### config.mk
export PLATFORM = sky130hd
export DESIGN_NAME = dual_gain_combiner
export DESIGN_NICKNAME = d
export VERILOG_FILES = /design/src/rtl/dgc_pkg.sv /design/src/rtl/dgc_rst_sync.sv /design/src/rtl/dgc_mid_reconcile.sv /design/src/rtl/dgc_assemble.sv /design/src/rtl/dual_gain_combiner.sv
export SDC_FILE = /design/constraint.sdc
export NUM_CORES = 1
export LEC_CHECK = 0
export BUFFER_PORTS_ARGS = -buffer_cell sky130_fd_sc_hd__buf_2
export CORE_MARGIN = 2
export CORE_UTILIZATION = 36
export CTS_BUF_LIST = sky130_fd_sc_hd__clkbuf_2 sky130_fd_sc_hd__clkbuf_4 sky130_fd_sc_hd__clkbuf_8
export DETAILED_ROUTE_END_ITERATION = 10
export PLACE_DENSITY = 0.68
export SYNTH_ARGS = -nofsm -noshare
export SYNTH_HDL_FRONTEND = slang
export SYNTH_SLANG_ARGS = --single-unit
### constraint.sdc
create_clock -name clk -period 1.1 [get_ports clk]
set_input_delay 0.22 -clock clk [delete_from_list [all_inputs] [get_ports clk]]
set_output_delay 0.22 -clock clk [all_outputs]
set_load 0.02 [all_outputs]
### src/rtl/dgc_pkg.sv
package dgc_pkg;
  // Mode encoding as seen on the avg_en input.
  typedef enum logic {
    MODE_CONCAT = 1'b0,
    MODE_AVG    = 1'b1
  } dgc_mode_e;
endpackage

### src/rtl/dgc_rst_sync.sv
module dgc_rst_sync (
  input  logic clk,
  input  logic rst_n,
  output logic rst_sync_n
);
  logic stage_q;
  logic hold_q;

  always_ff @(posedge clk or negedge rst_n) begin
    if (!rst_n) begin
      stage_q <= 1'b0;
      hold_q  <= 1'b0;
    end else begin
      stage_q <= 1'b1;
      hold_q  <= stage_q;
    end
  end

  assign rst_sync_n = hold_q;
endmodule

### src/rtl/dgc_mid_reconcile.sv
module dgc_mid_reconcile #(
  parameter int NIB_W = 4
) (
  input  logic [NIB_W-1:0]        ovl_lo,
  input  logic [NIB_W-1:0]        ovl_hi,
  output logic signed [NIB_W+2:0] mid
);
  localparam int SUM_W    = NIB_W + 3;
  localparam int SPAN     = 1 << NIB_W;
  localparam int TH_UPPER = (3 * SPAN) / 4;
  localparam int TH_LOWER = SPAN / 4;
  localparam logic signed [SUM_W-1:0] SPAN_S = SUM_W'(SPAN);
  localparam logic signed [SUM_W-1:0] ONE_S  = SUM_W'(1);

  logic                    wrap_up;
  logic                    wrap_dn;
  logic signed [SUM_W-1:0] lo_s;
  logic signed [SUM_W-1:0] hi_s;
  logic signed [SUM_W-1:0] sum;
  logic signed [SUM_W-1:0] sum_adj;

  always_comb begin
    wrap_up = (ovl_lo >= NIB_W'(TH_UPPER)) && (ovl_hi <  NIB_W'(TH_LOWER));
    wrap_dn = (ovl_lo <  NIB_W'(TH_LOWER)) && (ovl_hi >= NIB_W'(TH_UPPER));
    lo_s    = $signed({3'b000, ovl_lo});
    hi_s    = $signed({3'b000, ovl_hi});
    sum     = lo_s + hi_s;
    if (wrap_up) begin
      sum = sum + SPAN_S;
    end else if (wrap_dn) begin
      sum = sum - SPAN_S;
    end
    // Halve with truncation toward zero.
    sum_adj = sum[SUM_W-1] ? (sum + ONE_S) : sum;
    mid     = sum_adj >>> 1;
  end
endmodule

### src/rtl/dgc_assemble.sv
module dgc_assemble #(
  parameter int NIB_W = 4
) (
  input  logic [NIB_W-1:0]        top_nib,
  input  logic signed [NIB_W+2:0] mid,
  input  logic [NIB_W-1:0]        bot_nib,
  output logic [3*NIB_W-1:0]      result
);
  localparam int OUT_W  = 3 * NIB_W;
  localparam int SUM_W  = NIB_W + 3;
  localparam int FULL_W = OUT_W + 2;
  localparam logic signed [FULL_W-1:0] OUT_MAX = FULL_W'((1 << OUT_W) - 1);

  logic signed [FULL_W-1:0] top_s;
  logic signed [FULL_W-1:0] mid_s;
  logic signed [FULL_W-1:0] bot_s;
  logic signed [FULL_W-1:0] full;

  always_comb begin
    top_s = $signed({2'b00, top_nib, {(2*NIB_W){1'b0}}});
    mid_s = $signed({{(FULL_W-SUM_W){mid[SUM_W-1]}}, mid}) <<< NIB_W;
    bot_s = $signed({{(FULL_W-NIB_W){1'b0}}, bot_nib});
    full  = top_s + mid_s + bot_s;
    if (full[FULL_W-1]) begin
      result = '0;
    end else if (full > OUT_MAX) begin
      result = '1;
    end else begin
      result = full[OUT_W-1:0];
    end
  end
endmodule

### src/rtl/dual_gain_combiner.sv
module dual_gain_combiner #(
  parameter int NIB_W = 4
) (
  input  logic                 clk,
  input  logic                 rst_n,
  input  logic                 in_valid,
  input  logic [2*NIB_W-1:0]   lo_sample,
  input  logic [2*NIB_W-1:0]   hi_sample,
  input  logic                 avg_en,
  output logic                 out_valid,
  output logic [3*NIB_W-1:0]   out_sample
);
  import dgc_pkg::*;

  localparam int SAMPLE_W = 2 * NIB_W;
  localparam int OUT_W    = 3 * NIB_W;
  localparam int SUM_W    = NIB_W + 3;

  logic                    rst_sync_n;
  logic signed [SUM_W-1:0] mid;
  logic [OUT_W-1:0]        avg_val;
  logic [OUT_W-1:0]        cat_val;
  logic [OUT_W-1:0]        out_d;
  logic [OUT_W-1:0]        out_q;
  logic                    vld_d;
  logic                    vld_q;
  dgc_mode_e               mode;

  dgc_rst_sync u_rst_sync (
    .clk        (clk),
    .rst_n      (rst_n),
    .rst_sync_n (rst_sync_n)
  );

  dgc_mid_reconcile #(.NIB_W(NIB_W)) u_mid (
    .ovl_lo (lo_sample[NIB_W-1:0]),
    .ovl_hi (hi_sample[SAMPLE_W-1:NIB_W]),
    .mid    (mid)
  );

  dgc_assemble #(.NIB_W(NIB_W)) u_asm (
    .top_nib (lo_sample[SAMPLE_W-1:NIB_W]),
    .mid     (mid),
    .bot_nib (hi_sample[NIB_W-1:0]),
    .result  (avg_val)
  );

  assign cat_val = {lo_sample[SAMPLE_W-1:NIB_W], hi_sample};
  assign mode    = dgc_mode_e'(avg_en);

  // Next-state logic: the output register loads only on an accepted sample.
  always_comb begin
    vld_d = in_valid;
    out_d = out_q;
    if (in_valid) begin
      out_d = (mode == MODE_AVG) ? avg_val : cat_val;
    end
  end

  always_ff @(posedge clk or negedge rst_sync_n) begin
    if (!rst_sync_n) begin
      vld_q <= 1'b0;
      out_q <= '0;
    end else begin
      vld_q <= vld_d;
      out_q <= out_d;
    end
  end

  assign out_valid  = vld_q;
  assign out_sample = out_q;
endmodule

Yosys cells after proc, flatten, opt, wreduce, memory -nomap -nowiden
Index checks and enable logic that the tools add are counted.
{"block": "op_classes", "n_addsub": 6, "magnitude_cmp": 5, "n_mux": 6, "n_reduce_logical": 2}
{"cell": "$mux 12", "count": 3}
{"cell": "$mux 7", "count": 3}
{"cell": "$add 13x10->14", "count": 1}
{"cell": "$add 14x5->14", "count": 1}
{"cell": "$gt 14x13->1 const B", "count": 1}
{"cell": "$ge 4x4->1 const B", "count": 2}
{"cell": "$lt 4x3->1 const B", "count": 2}
{"cell": "$add 7x2->7 const B", "count": 1}
{"cell": "$add 7x6->7 const B", "count": 1}
{"cell": "$sub 7x6->7 const B", "count": 1}
{"cell": "$add 4x4->5", "count": 1}
{"cell": "$logic_and 1x1->1", "count": 2}
{"block": "totals", "reg_bits": 15, "output_inout_bits": 13}

Longest topological paths before layout
{"block": "logic_depth", "depth_word": 12, "ltp_mapped": 15, "depth_no_buf": 15}

Hierarchy
A second synthesis with hierarchy kept.
{"block": "hier_totals", "hier_cells": 150, "hier_area_um2": 1357.6}
{"mod": "dual_gain_combiner", "instances": 1, "cells_each": 52, "area_each_um2": 570.5, "seq_area_each_um2": 325.3}
{"mod": "dgc_assemble", "instances": 1, "cells_each": 58, "area_each_um2": 434.2, "seq_area_each_um2": 0.0}
{"mod": "dgc_mid_reconcile", "instances": 1, "cells_each": 37, "area_each_um2": 299.0, "seq_area_each_um2": 0.0}
{"mod": "dgc_rst_sync", "instances": 1, "cells_each": 3, "area_each_um2": 53.8, "seq_area_each_um2": 50.0}

Worst setup path after synthesis
No wires, ideal clock.
{"block": "synth_path", "path_kind": "input -> register", "start": "in lo_sample[0]", "end": "reg out_q[0] (netlist: out_sample[0])", "setup_ps": 126, "arrival_time_ps": 3056, "t_required_ps": 974, "slack_ps": -2082, "stages": 15, "cell_sequence": "ha_1 > fa_1 > a21o_1 > a21oi_1 > ha_1 > nand2b_1 > nor3b_2 > mux2i_2 > nand2_2 > xnor2_1 > ha_1 > nor2_1 > nand2_1 > mux2i_2 > a221o_1"}
{"block": "synth_between", "elab_chain_cells": 12}
{"element": "from (decl)", "line_no": "dual_gain_combiner.sv:7", "text": "input logic [2*NIB_W-1:0] lo_sample,"}
{"element": "$add 4x4->5 / $lt 4x3->1 (equally long branches)", "line_no": "dgc_mid_reconcile.sv:27, dgc_mid_reconcile.sv:24"}
{"element": "$sub 7x6->7 / $logic_and 1x1->1 (equally long branches)", "line_no": "dgc_mid_reconcile.sv:31, dgc_mid_reconcile.sv:24"}
{"element": "$mux 7", "line_no": "dgc_mid_reconcile.sv:30", "text": "end else if (wrap_dn) begin"}
{"element": "$mux 7 *", "line_no": "dgc_mid_reconcile.sv:28", "text": "if (wrap_up) begin"}
{"element": "$add 7x2->7", "line_no": "dgc_mid_reconcile.sv:34", "text": "sum_adj = sum[SUM_W-1] ? (sum + ONE_S) : sum;"}
{"element": "$mux 7 *", "line_no": "dgc_mid_reconcile.sv:34"}
{"element": "$add 13x10->14 *", "line_no": "dgc_assemble.sv:23", "text": "full = top_s + mid_s + bot_s;"}
{"element": "$add 14x5->14 *", "line_no": "dgc_assemble.sv:23"}
{"element": "$gt 14x13->1", "line_no": "dgc_assemble.sv:26", "text": "end else if (full > OUT_MAX) begin"}
{"element": "$mux 12", "line_no": "dgc_assemble.sv:26"}
{"element": "$mux 12 *", "line_no": "dgc_assemble.sv:24", "text": "if (full[FULL_W-1]) begin"}
{"element": "$mux 12 *", "line_no": "dual_gain_combiner.sv:56", "text": "out_d = (mode == MODE_AVG) ? avg_val : cat_val;"}
{"element": "to (signal assigned)", "line_no": "dual_gain_combiner.sv:66", "text": "out_q <= out_d;"}
{"element": "to (decl)", "line_no": "dual_gain_combiner.sv:24", "text": "logic [OUT_W-1:0] out_q;"}
Mark *: on every way between the ends. The rest lies on a longest branch, timed or not.
A chain may end at the register's enable or synchronous reset.

Final worst setup path
{"block": "layout_path", "start": "in hi_sample[4]", "end": "reg out_q[4] (netlist: out_sample[4])"}
{"block": "layout_between", "elab_chain_cells": 12}
{"element": "from (decl)", "line_no": "dual_gain_combiner.sv:8", "text": "input logic [2*NIB_W-1:0] hi_sample,"}
{"element": "$add 4x4->5 / $ge 4x4->1 (equally long branches)", "line_no": "dgc_mid_reconcile.sv:27, dgc_mid_reconcile.sv:24"}
{"element": "$sub 7x6->7 / $logic_and 1x1->1 (equally long branches)", "line_no": "dgc_mid_reconcile.sv:31, dgc_mid_reconcile.sv:24"}
{"element": "$mux 7", "line_no": "dgc_mid_reconcile.sv:30"}
{"element": "$mux 7", "line_no": "dgc_mid_reconcile.sv:28"}
{"element": "$add 7x2->7", "line_no": "dgc_mid_reconcile.sv:34"}
{"element": "$mux 7", "line_no": "dgc_mid_reconcile.sv:34"}
{"element": "$add 13x10->14", "line_no": "dgc_assemble.sv:23"}
{"element": "$add 14x5->14", "line_no": "dgc_assemble.sv:23"}
{"element": "$gt 14x13->1", "line_no": "dgc_assemble.sv:26"}
{"element": "$mux 12", "line_no": "dgc_assemble.sv:26"}
{"element": "$mux 12", "line_no": "dgc_assemble.sv:24"}
{"element": "$mux 12 *", "line_no": "dual_gain_combiner.sv:56"}
Marked as above.

==> flow_summary_export.csv <==
group,metric,value,unit
status,status,"complete, but fails checks",
status,violations,"negative setup slack",
route,totalWireLength,3.56,mm
worst_setup_path,crit_chain,"buf_8, ha_4, fa_2, a21o_1, a21oi_2, ha_4, nand2b_4, nor3b_4, mux2i_2, nand2_2, xnor2_2, ha_4, nor2_4, nand2_2, mux2_4, a21oi_2",
synth,dominantRegCellSynth,"dfrtp_1",
grt,grt_pass1_vias,1328,
finish,seqCellArea,375,um2
grt,gr-usage-met2,0.374,
synth,synth_top_area_share,0.312,
worst_setup_path,critPathMaxFanout,6,
synth,syn_area,1200,um2
synth,ys_ff_latch,15,
grt,grt_pass1_wl,5.55,mm
timing,tightest_slew,517,ps
grt,track_usage,0.200,
synth,synth_edf_count,0,
power,vdd_drop_max,783,uV
timing,setup_viol,12,
placement,dpl_worst_slack,-2170,ps
power,intPower,1.19,mW
finish,final_area,1970,um2
power,totalPowerFinal,1.81,mW
clock_tree,clk_pin_slew_worst_paths,80,ps
worst_setup_path,crit_slowest_cell,"mux2_4",
die,die_area,3820,um2
die,fp.dieH,61.8,um
clock_tree,cts_max_path_buffers,2,
clock_tree,htreeDepth,1,
power,p_switching,0.618,mW
finish,multiInputGateArea,957,um2
synth,syn_area_per_cell,8.71,um2
synth,ys_types,44,
power,switching_share,0.343,
die,die_w,61.8,um
synth,syn_inst,138,
route,vias_per_cell,5.23,
grt,use_met3,0.0435,
finish,nNetsFinal,243,
finish,final_core_util,0.635,
route,antenna_left,0,
clock_tree,clock_latency,280,ps
timing,finalClockSkew,0.858,ps
power,p_comb_frac,0.456,
route,wl_per_cell,13.9,um
clock_tree,cts_num_sinks,15,
clock_tree,cts-root-buf,"clkbuf_4",
placement,io_buffers,32,
power,p_seq_frac,0.362,
placement,post-dp-hpwl,2.75,mm
timing,max_freq,370,MHz
die,core,3100,um2
route,drc_errors,0,
synth,yosysSeqAreaShare,0.312,
die,pin_count,33,
synth,yosys-top-cells-count,"16 x nor2_1, 15 x dfrtp_1, 11 x nand2_1",
grt,top_usage_layer,"met2",
grt,grt_max_degree,14,
die,start_util,0.387,
clock_tree,cts_tree,"done",
power,leakage,0.898,nW
hold_path,hold_class,"in -> reg",
synth,netlist.top_cell.by_area,"dfrtp_1",
synth,synth.most_common_cell,"nor2_1",
run,maxCapViolations,0,
grt,grt_util_met1,0.230,
timing,max-slew-margin-rel,0.656,
synth,synthTopCellsByArea,"dfrtp_1 31%, ha_1 8.3%, nor2_1 5.0%",
grt,gr-total-overflow,0,
placement,place.gp.congestion,0.798,
finish,area_growth,63.9,%
die,num_rows,20,
worst_setup_path,cpMostUsedCell,"ha_4",
route,first_pass_iters,4,
worst_setup_path,start_kind,"primary input",
grt,grt_antenna_before_repair,0,
worst_setup_path,worst-setup-path-type,"in -> reg",
clock_tree,numCtsBuffers,3,
worst_setup_path,path_buf_inv,1,
finish,layout-drive-gt1-share,0.531,
worst_setup_path,crit_path_end_kind,"flop",
finish,num-fill-cells,278,
worst_setup_path,critical_path.top_delay_family,"adder cells",
placement,place_area,1740,um2
timing,timing.final.ws_setup,-1600,ps
timing,rsz0062_at_grt,"yes",
timing,fin_crit,2700,ps
power,powerDensity,916,nW/um2
synth,synth_nets,167,
worst_setup_path,required,1310,ps
worst_setup_path,crit_arrival,2910,ps
timing,fin_crit_sh,2.46,
synth,async_reset_ff_frac,1.00,
route,drtIter0Drc,31,
timing,finalMaxSlewViolations,0,
worst_setup_path,slowest_delay,350,ps
finish,diodes,0,
power,clkPwrFrac,0.182,
timing,hold_viol_final,0,
route,vias,1345,
synth,ys_warn_count,0,
timing,finalSetupTns,-19030,ps
==> registers in the layout, indices dropped and copies added (netlist names) <==
| signal | cells |
|---|---|
| out_sample | 12 |
| out_valid | 1 |
| u_rst_sync.rst_sync_n | 1 |
| u_rst_sync.stage_q | 1 |
==> power by group through the flow <==
stage	logic (mW)	clock network (mW)	registers, mW
CTS	0.787	0.335	0.652
global route	0.894	0.372	0.662
global placement	0.697	0	0.658
detailed placement	0.719	0	0.663
finish	0.823	0.329	0.653
floorplan	0.320	0	0.732
==> per-layer routing <==
layer / wire (um) / vias to the layer above
met5: 0 / -
met4: 57 / 0
met3: 134 / 6
met2: 1930 / 27
met1: 1440 / 662
li1: - / 650
==> area by class of cell <==
| type | instances | area share |
|---|---|---|
| Multi-Input combinational cell | 113 | 0.486 |
| Timing Repair Buffer | 76 | 0.271 |
| Sequential cell | 15 | 0.190 |
| Tap cell | 44 | 0.0279 |
| Clock buffer | 4 | 0.0152 |
| Inverter | 5 | 0.00952 |
==> logic make-up (layout without fill, tap and decap cells) <==
family,after synthesis,count (layout),synth area share
AO/OA/AOI/OAI,39,39,0.224
XOR/XNOR,6,6,0.0500
adder cells (fa/ha/maj),9,9,0.0999
buffers and inverters,10,85,0.0312
flip-flops,15,15,0.312
multiplexers,4,4,0.0447
other,1,1,0.00312
AND/OR/NAND/NOR,54,54,0.235
==> final timing paths <==
check                                      start       endpoint  slack [ps]  cells after the start
max                                 hi_sample[4]  out_sample[4]       -1600                     16
min                                 hi_sample[0]  out_sample[0]         170                      2
max reg2reg                        out_sample[7]  out_sample[7]          60                      4
min reg2reg                u_rst_sync.rst_sync_n  out_sample[9]         210                      0
max in group asynchronous  u_rst_sync.rst_sync_n  out_sample[1]         540                      0
min in group asynchronous  u_rst_sync.rst_sync_n  out_sample[9]         210                      0
==> cell usage in the layout (no fill, tap or decap), types with 2 or more instances in the layout <==
cell / count
nand2_2: 3
buf_2: 28
ha_4: 3
buf_4: 42
o21ai_0: 7
o22ai_1: 2
nor2b_1: 5
nor3_1: 4
xnor2_2: 2
nand3b_1: 3
dfrtp_1: 15
inv_1: 5
nor2_4: 2
clkbuf_4: 4
a21oi_1: 4
a21o_1: 2
a221o_1: 4
buf_6: 3
a21oi_2: 7
xnor2_1: 2
o31ai_1: 2
nand2_1: 9
ha_1: 4
nand3_2: 2
nor2_1: 13
nand2b_1: 3
xor2_1: 2
==> what timing repair did <==
item                                   CTS  global route
hold buffers                             1             0
pin swaps                               22            12
endpoints found under the hold margin    2             0
resized for setup                       24             9
buffers inserted                         2             2
setup endpoints to repair               12            14
==> stage by stage <==
step                std cells  hold slack [ps]
finish                    257              173
global route              257              171
CTS                       255              168
detailed placement        248             10.1
global placement          248             4.91
floorplan                 138            -75.6
(Power assumes the default switching activity.)
